==> src/rtl/page_ecc_pkg.sv <==
// Package: shared widths, status codes and the page-size decode.
// Assumes the location field is {word index, bit offset} and fits 16 bits.
package page_ecc_pkg;
    localparam int BIT_W = 4;
    localparam int IDX_W = 12;
    localparam int POS_W = IDX_W + BIT_W;
    localparam int CHK_BYTES = 4;

    typedef logic [2:0] ecc_status_t;
    localparam ecc_status_t ST_NONE  = 3'b000;
    localparam ecc_status_t ST_DATA  = 3'b001;
    localparam ecc_status_t ST_CHK   = 3'b011;
    localparam ecc_status_t ST_MULTI = 3'b101;
endpackage

==> src/rtl/page_ecc_acc.sv <==
// Parity accumulator: folds the positions of all set bits of each data word
// into a running XOR, plus the parity of the set-bit count.
// Assumes word_idx is the word index within the page and clr has priority.
module page_ecc_acc
    import page_ecc_pkg::*;
#(
    parameter int BUS_W = 16
) (
    input  logic             clk,
    input  logic             rst_n,
    input  logic             clr,
    input  logic             data_en,
    input  logic             wide,
    input  logic [IDX_W-1:0] word_idx,
    input  logic [BUS_W-1:0] data,
    output logic [POS_W-1:0] acc_p,
    output logic             acc_par
);
    localparam int NARROW_W = BUS_W / 2;

    logic [POS_W-1:0] word_x;
    logic             word_par;

    // Combine the positions of the set bits in the current word.
    always_comb begin
        word_x   = '0;
        word_par = 1'b0;
        for (int j = 0; j < BUS_W; j++) begin
            if (data[j] && (wide || j < NARROW_W)) begin
                word_x   = word_x ^ {word_idx, BIT_W'(j)};
                word_par = ~word_par;
            end
        end
    end

    // Running accumulator, cleared by reset or a control clear.
    always_ff @(posedge clk) begin
        if (!rst_n || clr) begin
            acc_p   <= '0;
            acc_par <= 1'b0;
        end else if (data_en) begin
            acc_p   <= acc_p ^ word_x;
            acc_par <= acc_par ^ word_par;
        end
    end

    AST_CLEAR_ZERO: assert property (@(posedge clk) disable iff (!rst_n)
        clr |=> (acc_p == '0) && !acc_par);
endmodule

==> src/rtl/page_ecc_seq.sv <==
// Transfer sequencer: counts transfers since a clear, splits them into the
// data phase and the four-byte check phase, and flags the end of a read page.
// Assumes `words` stays constant while a page is in flight.
module page_ecc_seq
    import page_ecc_pkg::*;
#(
    parameter int CNT_W = 13
) (
    input  logic             clk,
    input  logic             rst_n,
    input  logic             clr,
    input  logic             bus_valid,
    input  logic             bus_write,
    input  logic [CNT_W-1:0] words,
    output logic             data_en,
    output logic [IDX_W-1:0] word_idx,
    output logic             chk_en,
    output logic [1:0]       chk_sel,
    output logic             first_word,
    output logic             finish
);
    logic [CNT_W-1:0] cnt;
    logic [CNT_W-1:0] limit;
    logic [CNT_W-1:0] chk_off;
    logic             in_data;
    logic             in_chk;

    // Phase decode from the transfer count.
    always_comb begin
        limit      = words + CNT_W'(CHK_BYTES);
        chk_off    = cnt - words;
        in_data    = cnt < words;
        in_chk     = !in_data && (cnt < limit);
        data_en    = bus_valid && in_data;
        chk_en     = bus_valid && in_chk && !bus_write;
        chk_sel    = chk_off[1:0];
        word_idx   = cnt[IDX_W-1:0];
        first_word = bus_valid && (cnt == '0);
    end

    // Transfer counter, saturating once the check phase is over.
    always_ff @(posedge clk) begin
        if (!rst_n || clr) begin
            cnt <= '0;
        end else if (bus_valid && cnt < limit) begin
            cnt <= cnt + 1'b1;
        end
    end

    // Strobe one cycle after the last check byte has been taken.
    always_ff @(posedge clk) begin
        if (!rst_n || clr) begin
            finish <= 1'b0;
        end else begin
            finish <= chk_en && (chk_sel == 2'd3);
        end
    end

    AST_CNT_LIMIT: assert property (@(posedge clk) disable iff (!rst_n)
        cnt <= limit);
    AST_FINISH_ON_READ: assert property (@(posedge clk) disable iff (!rst_n)
        finish |-> $past(bus_valid && !bus_write));
endmodule

==> src/rtl/page_ecc_classify.sv <==
// Syndrome classifier: compares computed and stored codes and names the
// outcome. Purely combinational; assumes the stored bytes are complete.
module page_ecc_classify
    import page_ecc_pkg::*;
(
    input  logic [POS_W-1:0]       calc_p,
    input  logic [POS_W-1:0]       calc_n,
    input  logic [2*POS_W-1:0]     stored,
    output ecc_status_t            status,
    output logic [POS_W-1:0]       loc
);
    logic [POS_W-1:0] syn_p;
    logic [POS_W-1:0] syn_n;

    // Decide the error class from the two syndrome halves.
    always_comb begin
        syn_p = calc_p ^ stored[POS_W-1:0];
        syn_n = calc_n ^ stored[2*POS_W-1:POS_W];
        loc   = syn_p;
        if ({syn_p, syn_n} == '0) begin
            status = ST_NONE;
        end else if ((syn_p ^ syn_n) == '1) begin
            status = ST_DATA;
        end else if ($countones({syn_p, syn_n}) == 1) begin
            status = ST_CHK;
        end else begin
            status = ST_MULTI;
        end
    end
endmodule

==> src/rtl/page_ecc_top.sv <==
// Page Hamming ECC checker top: register file, check-byte capture and the
// result registers. Assumes one transfer per cycle at most and that software
// clears the accumulators before each page's data phase.
module page_ecc_top
    import page_ecc_pkg::*;
#(
    parameter int BUS_W          = 16,
    parameter int MIN_DATA_BYTES = 512,
    parameter int ADDR_W         = 3
) (
    input  logic              clk,
    input  logic              rst_n,
    input  logic              bus_valid,
    input  logic              bus_write,
    input  logic [BUS_W-1:0]  bus_data,
    input  logic              reg_wr,
    input  logic [ADDR_W-1:0] reg_addr,
    input  logic [15:0]       reg_wdata,
    output logic [15:0]       reg_rdata
);
    localparam int MAX_WORDS = MIN_DATA_BYTES << 3;
    localparam int CNT_W     = $clog2(MAX_WORDS + CHK_BYTES + 1);
    localparam logic [ADDR_W-1:0] A_CTRL = ADDR_W'(0);
    localparam logic [ADDR_W-1:0] A_MODE = ADDR_W'(1);
    localparam logic [ADDR_W-1:0] A_STAT = ADDR_W'(2);
    localparam logic [ADDR_W-1:0] A_PAR  = ADDR_W'(3);
    localparam logic [ADDR_W-1:0] A_NPAR = ADDR_W'(4);

    logic [2:0]             mode_q;
    logic                   clr;
    logic [CNT_W-1:0]       data_bytes;
    logic [CNT_W-1:0]       words;
    logic                   data_en, chk_en, first_word, finish;
    logic [IDX_W-1:0]       word_idx;
    logic [1:0]             chk_sel;
    logic [POS_W-1:0]       acc_p, calc_n;
    logic                   acc_par;
    logic [8*CHK_BYTES-1:0] chk_q;
    ecc_status_t            cls_status, status_q;
    logic [POS_W-1:0]       cls_loc, loc_q;
    logic                   res_valid;

    // Control decode and data-area size from the mode register.
    always_comb begin
        clr        = reg_wr && (reg_addr == A_CTRL) && reg_wdata[0];
        data_bytes = CNT_W'(MIN_DATA_BYTES) << mode_q[1:0];
        words      = mode_q[2] ? (data_bytes >> 1) : data_bytes;
        calc_n     = acc_p ^ {POS_W{acc_par}};
    end

    // Mode register.
    always_ff @(posedge clk) begin
        if (!rst_n) begin
            mode_q <= '0;
        end else if (reg_wr && reg_addr == A_MODE) begin
            mode_q <= reg_wdata[2:0];
        end
    end

    page_ecc_seq #(.CNT_W(CNT_W)) u_seq (
        .clk(clk), .rst_n(rst_n), .clr(clr),
        .bus_valid(bus_valid), .bus_write(bus_write), .words(words),
        .data_en(data_en), .word_idx(word_idx), .chk_en(chk_en),
        .chk_sel(chk_sel), .first_word(first_word), .finish(finish)
    );

    page_ecc_acc #(.BUS_W(BUS_W)) u_acc (
        .clk(clk), .rst_n(rst_n), .clr(clr), .data_en(data_en),
        .wide(mode_q[2]), .word_idx(word_idx), .data(bus_data),
        .acc_p(acc_p), .acc_par(acc_par)
    );

    // Capture the stored check bytes into their slots.
    always_ff @(posedge clk) begin
        if (!rst_n || clr) begin
            chk_q <= '0;
        end else if (chk_en) begin
            chk_q[chk_sel*8 +: 8] <= bus_data[7:0];
        end
    end

    page_ecc_classify u_cls (
        .calc_p(acc_p), .calc_n(calc_n), .stored(chk_q),
        .status(cls_status), .loc(cls_loc)
    );

    // Result registers: cleared on a new page, loaded when a read page ends.
    always_ff @(posedge clk) begin
        if (!rst_n || first_word) begin
            status_q  <= ST_NONE;
            loc_q     <= '0;
            res_valid <= 1'b0;
        end else if (finish) begin
            status_q  <= cls_status;
            loc_q     <= cls_loc;
            res_valid <= 1'b1;
        end
    end

    // Register read multiplexer.
    always_comb begin
        case (reg_addr)
            A_MODE:  reg_rdata = {13'd0, mode_q};
            A_STAT:  reg_rdata = {13'd0, status_q};
            A_PAR:   reg_rdata = res_valid ? loc_q : acc_p;
            A_NPAR:  reg_rdata = calc_n;
            default: reg_rdata = '0;
        endcase
    end

    AST_ERR_FLAG_SET: assert property (@(posedge clk) disable iff (!rst_n)
        (status_q[1] || status_q[2]) |-> status_q[0]);
    AST_ONE_CLASS: assert property (@(posedge clk) disable iff (!rst_n)
        !(status_q[1] && status_q[2]));
    AST_STATUS_HOLD: assert property (@(posedge clk) disable iff (!rst_n)
        (!first_word && !finish) |=> $stable(status_q));
endmodule

==> config.mk <==
export PLATFORM = sky130hd
export DESIGN_NAME = page_ecc_top
export DESIGN_NICKNAME = d
export VERILOG_FILES = /design/src/rtl/page_ecc_pkg.sv /design/src/rtl/page_ecc_acc.sv /design/src/rtl/page_ecc_seq.sv /design/src/rtl/page_ecc_classify.sv /design/src/rtl/page_ecc_top.sv
export SDC_FILE = /design/constraint.sdc
export NUM_CORES = 1
export LEC_CHECK = 0
export CAP_MARGIN = 20
export CELL_PAD_IN_SITES_DETAIL_PLACEMENT = 0
export CELL_PAD_IN_SITES_GLOBAL_PLACEMENT = 2
export CORE_ASPECT_RATIO = 1.1
export CORE_UTILIZATION = 32
export DETAILED_ROUTE_END_ITERATION = 8
export DONT_BUFFER_PORTS = 1
export PLACE_DENSITY = 0.67
export SETUP_SLACK_MARGIN = 0.02
export SLEW_MARGIN = 5
export SYNTH_ARGS = -nofsm -noshare
export SYNTH_HDL_FRONTEND = slang
export SYNTH_SLANG_ARGS = --single-unit
export TNS_END_PERCENT = 30
==> constraint.sdc <==
create_clock -name clk -period 8.4 [get_ports clk]
set_input_delay 0.84 -clock clk [delete_from_list [all_inputs] [get_ports clk]]
set_output_delay 0.84 -clock clk [all_outputs]
set_load 0.02 [all_outputs]
### After elaboration in Yosys (flattened, before gate mapping)

Index checks and enable logic that the tools add are counted.
Widths: inputs -> output; s select.

| operators by class | value |
|---|---|
| add/subtract/negate cells | 35 |
| magnitude comparators | 2 |
| equal/unequal tests | 7 |
| shift-type cells | 3 |
| muxes and demuxes | 39 |
| bitwise gates (word level) | 36 |
| reductions and logical operators | 26 |

Operators with widths:

| operator | count |
|---|---|
| $add 32x32->32 | 15 |
| $xor 16x16->16 | 20 |
| $mux 16 | 17 |
| $pmux 16 s4 | 1 |
| $neg 5->34 | 1 |
| $shift 8x34->32 const A | 1 |
| $shiftx 8x34->32 | 1 |
| $add 1x1->2 | 16 |
| $bwmux 32 | 1 |
| $eq 32x2->1 const B | 1 |
| $logic_not 32->1 | 1 |
| $lt 13x13->1 | 2 |
| $logic_and 1x1->1 | 18 |
| $eq 16x16->1 const B | 1 |
| $mux 1 | 16 |
| $not 1->1 | 15 |
| $add 13x1->13 const B | 1 |
| $add 13x3->13 const B | 1 |
| $logic_not 13->1 | 1 |
| $mux 13 | 1 |
| $shl 10x2->13 const A | 1 |
| $mux 3 | 3 |
| $eq 3x2->1 const B | 2 |
| $eq 3x1->1 const B | 1 |
| other kinds (7) | 10 |

| storage, ports and cells | value |
|---|---|
| flip-flop bits (word level) | 86 |
| input bits | 40 |
| output and inout bits | 16 |

### Longest topological paths before layout

Gate-level depths: netlist of the first run.

| logic depth | value |
|---|---|
| depth in word-level cells | 32 |
| gate-level depth with buffers | 21 |
| depth with buffers taken out | 19 |

### By module

A second synthesis of the first run with hierarchy kept.

| second synthesis, totals | value |
|---|---|
| cell total of the unflattened synthesis | 773 |
| area total of the unflattened synthesis | 6769.0 µm² |

Modules (own cells, without submodules):

| module | times used | cells each | area an instance (µm²) | seq. area each (µm²) |
|---|---|---|---|---|
| page_ecc_top | 1 | 296 | 2681.3 | 1101.1 |
| page_ecc_classify | 1 | 164 | 1559.0 | 0.0 |
| page_ecc_seq | 1 | 195 | 1532.7 | 280.3 |
| page_ecc_acc | 1 | 118 | 996.0 | 340.3 |

### Worst setup path after synthesis of the first run

OpenSTA, ideal clock, no wires.

| path | value |
|---|---|
| path kind | reg-to-reg |
| start point | register u_acc.acc_par |
| end point | register status_q[2] |
| setup time | 0.121 ns |
| data arrival time | 5.392 ns |
| setup slack | 2.887 ns |
| stages on the path, launching flop included | 19 |
| buffers on the path | 3 |
| cell sequence | dfxtp_1 -> clkbuf_1 -> buf_1 -> buf_2 -> xnor2_1 -> xnor2_1 -> ha_1 -> fa_1 -> fa_1 -> inv_1 -> fa_1 -> fa_1 -> fa_1 -> inv_1 -> ha_1 -> fa_1 -> o21ai_0 -> and3_1 -> o21ai_0 |

| between the ends | value |
|---|---|
| longest elaborated chain between the ends | 11 |
| elaborated cells on any way between the ends | 25 |

Ends and longest elaborated chain:

| element | RTL line | text |
|---|---|---|
| start, declared | page_ecc_acc.sv:17 | `output logic acc_par` |
| start signal, assigned | page_ecc_acc.sv:43 | `acc_par <= acc_par ^ word_par;` |
| $xor 16x16->16 (*) | page_ecc_top.sv:48 | `calc_n = acc_p ^ {POS_W{acc_par}};` |
| $xor 16x16->16 (*) | page_ecc_classify.sv:18 | `syn_n = calc_n ^ stored[2*POS_W-1:POS_W];` |
| $add 1x1->2 (not written as such) | page_ecc_classify.sv:24 | `end else if ($countones({syn_p, syn_n}) == 1) begin` |
| $add 32x32->32 (not written as such) (4 in series) | page_ecc_classify.sv:24 |  |
| $eq 32x2->1 | page_ecc_classify.sv:24 |  |
| $mux 3 | page_ecc_classify.sv:24 |  |
| $mux 3 | page_ecc_classify.sv:22 | `end else if ((syn_p ^ syn_n) == '1) begin` |
| $mux 3 (*) | page_ecc_classify.sv:20 | `if ({syn_p, syn_n} == '0) begin` |
| end signal, assigned | page_ecc_top.sv:94 | `status_q <= cls_status;` |
| end, declared | page_ecc_top.sv:39 | `ecc_status_t cls_status, status_q;` |

Every way passes the cells marked *; elsewhere a longest branch is shown, timed or not.
A chain may end at the register's enable or synchronous reset.

### Final worst setup path of the first run

Ends and elaborated chain as after synthesis.

==> out/results.ini, run 1 <==
[grt]
track_usage_pct=18.13
grt_max_degree=60
grt_pass1_vias=4811
grt_pass1_wl_mm=27.76
antenna_found_initial=0
grt_overflow=0

[yosys]
synth-xor-area-share_pct=14.00
ys.warnings.count=0
synthSimpleGateAreaFrac_pct=19.28
synthTopCellsByArea=dfxtp_1, xnor2_1, ha_1, fa_1, inv_1
synth_area_um2=6477
synth_area_leader_cell=dfxtp_1
synth-adder-area-share_pct=17.89
synth_cells=777
synth_edf_count=0
synth_nets=894
ys_types=52
syn_area_per_cell_um2=8.337
synth_top_area_share_pct=26.58
synth_mux_area_share_pct=2.782
ys_seq_area_share_pct=26.58
ys.flop_type=dfxtp_1
synth_top_family_by_area=simple AND/OR/NAND/NOR gates
async_reset_ff_share_pct=0
synth-seq-cells=86
synth-compound-area-share_pct=11.53

[run]
cap_violations=0

[die]
die_x_um=137.7
core.rowCount=54
fp.dieH_um=151.2
core_area_um2=19860
initial_core_util_pct=32.61
die_area_um2=20820
pin_count=56

[clock_tree]
numClockSinks=86
root_buffer=clkbuf_16
cts_buffers=9
ctsHoldBuffers=0
clockBufferDepth=2
clkLatencyLatePin_ns=0.34
postCtsSetupBuffers=0
clk_pin_slew_ns=0.07
cts_resized=0
cts_tree=yes
htreeDepth=3

[critical_path]
critPathArrivalTime_ns=5.50
path_max_fanout=27
worst_path_most_repeated_cell=fa_1
slowest_stage=fa_1
crit_chain=buf_4 > xnor2_1 > xnor2_1 > ha_1 > fa_1 > fa_1 > inv_1 > fa_1 > fa_1 > fa_1 > inv_1 > ha_1 > fa_1 > o21ai_0 > and3_1 > o21ai_0
crit_path_end_kind=register
start_kind=register
cp_slowest_stage_delay_ns=0.54
critPathBufInv=3
critical-path-top-delay-family=adder cells
critPathKind=register to register
cp.required_ns=8.63

[sta]
relSlewSlack_pct=39.09
period_share_pct=62.64
slew_viol_final=0
setup_violations=0
fin_setup_tns_ns=0
finalCriticalPeriod_ns=5.262
rsz0062_at_grt=no
max_freq_ghz=0.1900
tightest_slew_ns=0.9103
hold_violations=0
skew_ns=0.006611

[power_and_ir_drop]
p_leak_nw=2.727
p_per_area_nw_per_um2=212.1
ir_worst_vdd_uv=229.0

[route]
wl_met1_mm=8.383
route.detailed.drc=0
via_per_inst=4.929
drtIter0Drc=295
dr.pass1.iters=4
antenna_left=0
routed_wl_mm=17.61
wl_met3_um=558
dr.max_layer_used=met4
wl_met2_mm=8.405
vias=4939
routedWlPerCell_um=17.57

[outcome]
status=complete, no violations

[layout]
layout_commonest_cell=xnor2_1
finalNetCount=862
synthToLayoutAreaGrowth_pct=7.456
drive_above_1_share_pct=4.800
diodes=0
mostFrequentLayoutCells=xnor2_1, dfxtp_1, inv_1, nand2_1, nor2_1
final_cell_area_um2=6960

[hold_path]
hp-class=register to register

[placed_design]
numPortBuffers=0
gp_congestion=0.8154
hpwl_mm=14.11
dpl-instance-area_um2=6656

routing by layer:
| metal | vias up | global-route usage, % |
|---|---|---|
| li1 | 2521 | - |
| met4 | 0 | 5.330 |
| met2 | 68 | 30.95 |
| met1 | 2337 | 23.76 |
| met5 | - | 0 |
| met3 | 13 | 2.108 |
area by class of cell:
type	count	area (µm²)
well taps	252	315.3
multi-input cells	558	4250
fillers	2096	12900
clock inverters	6	45.04
clock buffers	10	239.0
flip-flops and latches	86	1722
inverters	79	296.5
repair buffers	11	92.59
per-stage QoR:
step | total power, W | setup slack (ns) | util (%) | cells | hold WS, ns
6_report | 0.001477 | 3.138 | 35.04 | 1002 | 0.4790
5_1_grt | 0.001636 | 2.785 | 35.04 | 1002 | 0.5053
4_1_cts | 0.001516 | 3.061 | 34.94 | 1001 | 0.4807
3_5_place_dp | 0.001122 | 3.085 | 33.51 | 985 | 0.4709
3_3_place_gp | 0.001103 | 3.159 | 33.45 | 983 | 0.4687
2_1_floorplan | 0.0009647 | 2.887 | - | 777 | 0.4255
sequential cells by signal, summed over array words and instances, names as in the netlist:
name / count
chk_q: 32
loc_q: 16
u_acc.acc_p: 16
u_seq.cnt: 13
mode_q: 3
status_q: 3
res_valid: 1
u_acc.acc_par: 1
u_seq.finish: 1
power by group:
part | internal (W) | total, W | switching (W)
Combinational | 0.000295 | 0.000664 | 0.000369
Clock | 0.000210 | 0.000386 | 0.000177
Sequential | 0.000413 | 0.000426 | 0.0000129
Total | 0.000918 | 0.00148 | 0.000559
cell usage after synthesis (10+ instances only):
cell      instances
nand3_1          52
fa_1             26
inv_1            79
xor2_1           14
nand2b_1         16
ha_1             51
a221o_1          13
a211oi_1         17
nand2_1          64
xnor2_1          87
nand4_1          10
o21ai_0          36
nor2_1           57
mux2i_1          18
dfxtp_1          86
a21oi_1          16
clkbuf_1         41
path summary, 6_finish.rpt:
kind | start | to | slack, ns | cells past startpoint
setup / recovery | u_acc.acc_par | status_q[2] | 3.14 | 16
hold / removal | loc_q[1] | loc_q[1] | 0.48 | 2
hold reg to reg | loc_q[1] | loc_q[1] | 0.48 | 2
setup reg to reg | u_acc.acc_par | status_q[2] | 3.14 | 16
worst min-delay path, delay by kind of cell, from the launching register on:
| kind | cells | cell delay [ns] |
|---|---|---|
| compound gates | 1 | 0.04 |
| flops | 1 | 0.31 |
| simple gates | 1 | 0.08 |
cells by family after synthesis:
logic type | after synthesis
and+or+nand+nor | 249
buffers and inverters | 133
AOI/OAI and AO/OA | 112
xor gates and xnor gates | 102
DFF | 86
adders and majority gates | 77
muxes | 18
No activity file was read; power rests on OpenSTA's default activity.
==> run 2: changes to the inputs <==
Settings changed: PLACE_DENSITY 0.67 to 0.69.
Clock period 8.4 ns to 4.67 ns, I/O delays scaled along.
==> run 2 against run 1 <==
Compared with the run above:
- worst hold slack worse by 0.23 ns
- critical path depth is 2 higher
- clock-buffer cell count is 3 higher
- sequential share of layout area is 1.8 points lower
- final cell count is 5.3% higher
- die area stayed put
- clock power is 74% higher
- non-clock buffer count is 53 higher
- utilization is 2.9 points higher
- wire length is 4.9% higher
- sequential cell count stayed put
- first-iteration DRC count is 16% lower
- critical endpoint unchanged
- largest cell class unchanged
- largest power group unchanged
- highest routed layer unchanged
==> out/results.ini, run 2 (same netlist as run 1, synthesis figures left out) <==
[critical_path]
worstSetupPathDepth=18
start_kind=register
rr_endpoint=status_q[2]
slowest_stage=fa_2
path_max_fanout=6
cp_slowest_stage_delay_ns=0.53
crit_path_end_kind=register
ff2ff_setup_slack_ns=0.02
critical-path-top-delay-family=adder cells
cp.required_ns=4.95
r2r-start=u_acc.acc_par
critPathBufInv=5
crit_chain=buf_8 > xnor2_2 > xnor2_2 > ha_1 > inv_2 > fa_2 > inv_1 > fa_2 > inv_2 > fa_1 > fa_1 > fa_1 > inv_2 > ha_4 > fa_2 > nor2_2 > and3_1 > o21ai_1
critPathArrivalTime_ns=4.94
r2r.worst_path.cells=18
critPathKind=register to register

[hold_path]
hp-start=bus_data[4]
hold_path_depth=2
hold_end=chk_q[12]
hp-class=primary input to register

[sta]
rsz0062_at_grt=yes
tightest_slew_ns=1.012
hold_violations=0
skew_ns=0.003502
period_share_pct=99.66
slew_viol_final=0
setup_violations=0
max_freq_ghz=0.2149
finalCriticalPeriod_ns=4.654
relSlewSlack_pct=32.35

[placed_design]
numPortBuffers=0
placed_cells=1034
gp_congestion=0.8300
hpwl_mm=14.99

[clock_tree]
htreeDepth=3
ctsHoldBuffers=0
root_buffer=clkbuf_16
clockBufferDepth=2
cts_tree=yes
numClockSinks=86
clkLatencyLatePin_ns=0.35
cts_buffers=9
clk_pin_slew_ns=0.06

[route]
dr.pass1.iters=6
via_per_inst=4.874
routedWlPerCell_um=17.51
antenna_left=0
route.detailed.drc=0
routed_wl_mm=18.47
drtIter0Drc=248
vias=5142

[layout]
instances_no_fill=1055
diodes=0
fillers=2060
layout_commonest_cell=dfxtp_1
largest_reg_flops=32
drive_above_1_share_pct=15.57
synthToLayoutAreaGrowth_pct=16.24
regMostFlops=chk_q
reg_top3=chk_q (32), loc_q (16), u_acc.acc_p (16)
finalNetCount=915
mostFrequentLayoutCells=dfxtp_1, xnor2_1, inv_1, nand2_1, buf_4

[grt]
grt_overflow=0
grt_pass1_wl_mm=28.71
use_met1_pct=26.22
track_usage_pct=19.11
grt_max_degree=60
grt_busiest_layer=met2
use_met2_pct=31.41
grt_use_met3_pct=2.979
grt_pass1_vias=5042
antenna_found_initial=0

[die]
die_x_um=137.7
fp.dieH_um=151.2
die_area_um2=20820
core.rowCount=54
core_area_um2=19860
pin_count=56
initial_core_util_pct=32.61

[outcome]
status=complete, no violations

[power_and_ir_drop]
power.total_w=0.002844
ir_worst_vdd_uv=221.9
p_leak_nw=3.022
p_per_area_nw_per_um2=377.7

[run]
cap_violations=0

-- run 2: changes by cell type in the layout (fill, tap and decap cells not counted), moves of 3 or more --
cell / delta
inv_2: +7
dfxtp_2: +3
inv_1: -7
dfxtp_1: -4
fa_2: +7
xnor2_2: +14
ha_1: -3
xnor2_1: -15
fa_1: -7
clkbuf_1: +4
buf_4: +53
-- run 2: where the power goes --
part | switching [W] | total, W | internal (W) | leakage (nW)
Combinational | 0.000755 | 0.00141 | 0.000654 | 2.20
Sequential | 0.0000199 | 0.000764 | 0.000744 | 0.696
Clock | 0.000309 | 0.000671 | 0.000362 | 0.124
Total | 0.00108 | 0.00284 | 0.00176 | 3.02
-- run 2: routing by layer --
layer,share of wire [%],wire (µm),vias up
li1,-,-,2628
met1,49,9041,2416
met2,47,8681,90
met3,3.4,628,8
met4,0.66,121,0
met5,0,0,-
-- run 2: area by class of cell --
cell class	instances	area, µm²	share of cell area (%)
clock inverter	3	21.27	0.2825
sequential	86	1729	22.96
timing repair buffer	64	500.5	6.647
tap	252	315.3	4.187
clock buffer	13	240.2	3.190
inverter	79	296.5	3.938
multi-input combinational	558	4427	58.79
-- run 2: worst max-delay path by stage --
stage | start | to | slack [ns]
6_report | u_acc.acc_par | status_q[2] | 0.02
5_1_grt | u_acc.acc_par | status_q[2] | -0.18
4_1_cts | u_acc.acc_par | status_q[2] | 0.03
3_5_place_dp | u_acc.acc_par | status_q[2] | -0.11
3_3_place_gp | u_acc.acc_par | status_q[2] | -0.08
2_1_floorplan | u_acc.acc_par | status_q[2] | -0.03
-- run 2: worst register-to-register path, stage by stage (launching register included) --
cell and delay (ns):
dfxtp_4 0.39, buf_8 0.15, xnor2_2 0.15, xnor2_2 0.15, ha_1 0.32, inv_2 0.05, fa_2 0.52, inv_1 0.05
fa_2 0.33, inv_2 0.06, fa_1 0.42, fa_1 0.49, fa_1 0.50, inv_2 0.05, ha_4 0.16, fa_2 0.54
nor2_2 0.04, and3_1 0.13, o21ai_1 0.11
-- run 2: per-stage QoR --
step | worst slack, ns | hold slack [ns] | cell area (µm²) | utilization (%) | TNS, ns
2_1_floorplan | -0.03386 | 0.4255 | 6565 | - | -0.03386
3_3_place_gp | -0.07616 | 0.4717 | 7097 | 35.73 | -0.1263
3_5_place_dp | -0.1091 | 0.4690 | 7097 | 35.73 | -0.1999
4_1_cts | 0.02603 | 0.2403 | 7431 | 37.41 | 0
5_1_grt | -0.1774 | 0.2442 | 7530 | 37.91 | -0.3376
6_report | 0.01576 | 0.2512 | 7530 | 37.91 | 0
-- run 2: timing repair --
item | in CTS | in global routing
hold endpoints to repair | 0 | 0
resized for setup | 11 | 17
buffers inserted | 2 | 2
pin swaps | 8 | 6
endpoints found under the setup margin | 2 | 2
==> run 3: changes to the inputs <==
Settings changed: CORE_UTILIZATION 32 to 36, PLACE_DENSITY 0.69 to 0.77.
==> run 3 against run 2 <==
Compared with the run above:
- first-iteration DRC count rose by 27%
- maximum frequency fell by 0.52%
- sequential power barely moved
- combinational power fell by 6%
- largest cell class unchanged
- wire length fell by 3.4%
- critical endpoint unchanged
- critical path type unchanged
- the flow now finishes with violations (negative setup slack)
- sequential share of layout area rose by 0.22 points
- cell area fell by 1.0%
==> out/results.ini, run 3 (same netlist as run 1, synthesis figures left out) <==
[critical_path]
worst_path_most_repeated_cell=fa_1
cp_slowest_stage_delay_ns=0.58
slowest_stage=fa_1
critPathKind=register to register
path_max_fanout=7
crit_chain=buf_8 > xnor2_2 > xnor2_2 > ha_2 > inv_1 > fa_2 > fa_1 > fa_1 > fa_1 > fa_1 > inv_1 > ha_2 > fa_2 > nor2_2 > and3_1 > o21ai_1
critPathBufInv=3
start_kind=register
cp.required_ns=4.96
critical-path-top-delay-family=adder cells
setup.worst_path.start=u_acc.acc_par
crit_path_end_kind=register
r2r-start=u_acc.acc_par
critPathArrivalTime_ns=4.96

[layout]
drive_above_1_share_pct=14.39
final_cell_area_um2=7453
instances_no_fill=1037
mostFrequentLayoutCells=dfxtp_1, xnor2_1, inv_1, nand2_1, buf_4
reg_top3=chk_q (32), loc_q (16), u_acc.acc_p (16)
diodes=0
largest_reg_flops=32
finalNetCount=911
regMostFlops=chk_q
synthToLayoutAreaGrowth_pct=15.07
layout_commonest_cell=dfxtp_1
fin_util_pct=42.17

[route]
routedWlPerCell_um=17.21
routed_wl_mm=17.85
drtIter0Drc=314
via_per_inst=5.028
dr.pass1.iters=5
antenna_left=0
route.detailed.drc=0
vias=5214

[placed_design]
hpwl_mm=14.44
dpl-instance-area_um2=7051
gp_congestion=0.8624
placed_cells=1017
numPortBuffers=0

[sta]
period_share_pct=100.2
finalCriticalPeriod_ns=4.679
max_freq_ghz=0.2137
setup_ws_ns=-0.008606
setup_violations=1
fin_hold_ws_ns=0.2501
relSlewSlack_pct=35.95
hold_violations=0
slew_viol_final=0
tightest_slew_ns=0.9583
skew_ns=0.009107
rsz0062_at_grt=yes

[grt]
grt_pass1_vias=5166
antenna_found_initial=0
grt_pass1_wl_mm=27.83
grt_max_degree=60
grt_overflow=0
track_usage_pct=20.34

[die]
core_area_um2=17680
die_area_um2=18530
die_x_um=129.9
core.rowCount=51
fp.dieH_um=142.7
pin_count=56
initial_core_util_pct=36.65

[clock_tree]
root_buffer=clkbuf_16
htreeDepth=3
clockBufferDepth=2
cts_tree=yes
clkLatencyLatePin_ns=0.35
clk_pin_slew_ns=0.07
numClockSinks=86
cts_buffers=9

[power_and_ir_drop]
p_leak_nw=3.002
p_per_area_nw_per_um2=378.4
ir_worst_vdd_uv=337.3

[outcome]
status=finished with violations
violations=negative setup slack

[run]
cap_violations=0

[hold_path]
hp-class=primary input to register
hp-start=bus_data[3]

-- run 3: worst paths after layout --
path                       to  slack, ns  depth (start not counted)
hold / removal      chk_q[11]       0.25                          2
setup reg to reg  status_q[2]     -0.009                         16
setup / recovery  status_q[2]     -0.009                         16
hold reg to reg   status_q[0]       0.48                          2
-- run 3: through the flow --
stage	worst slack [ns]	total power, W	setup TNS (ns)
final	-0.008606	0.002821	-0.008606
after global routing	-0.1730	0.003069	-0.3113
after CTS	-0.02927	0.002831	-0.02927
after detailed placement	-0.2017	0.002077	-0.3901
after global placement	-0.09288	0.002018	-0.1580
after floorplan	-0.03386	0.001782	-0.03386
-- run 3: cell type report --
| class | count | area, µm² |
|---|---|---|
| multi-input cells | 558 | 4382 |
| fillers | 1813 | 10220 |
| well taps | 238 | 297.8 |
| inverters | 79 | 296.5 |
| repair buffers | 60 | 457.9 |
| flip-flops and latches | 86 | 1728 |
| clock inverters | 6 | 62.56 |
| clock buffers | 10 | 229.0 |
-- run 3: routing by layer --
| metal | GRT usage, % | up-vias | part of all wire, % |
|---|---|---|---|
| met5 | 0 | - | 0 |
| met4 | 5.814 | 0 | 1.1 |
| met3 | 2.248 | 12 | 4.0 |
| met2 | 34.53 | 105 | 47 |
| met1 | 27.05 | 2477 | 48 |
| li1 | - | 2620 | - |
-- run 3: what timing repair did --
item,in CTS,in global routing
pin swaps,4,1
setup buffers,2,0
endpoints found under the hold margin,0,0
hold buffers,0,0
gates resized for setup,8,7
setup endpoints to repair,2,2
-- run 3: report_power, final --
group	total (W)	leakage, nW	switching, W	internal, W
clock	0.000722	0.146	0.000308	0.000414
sequential	0.000765	0.695	0.0000207	0.000744
combinational	0.00133	2.16	0.000706	0.000627
total	0.00282	3.00	0.00103	0.00179
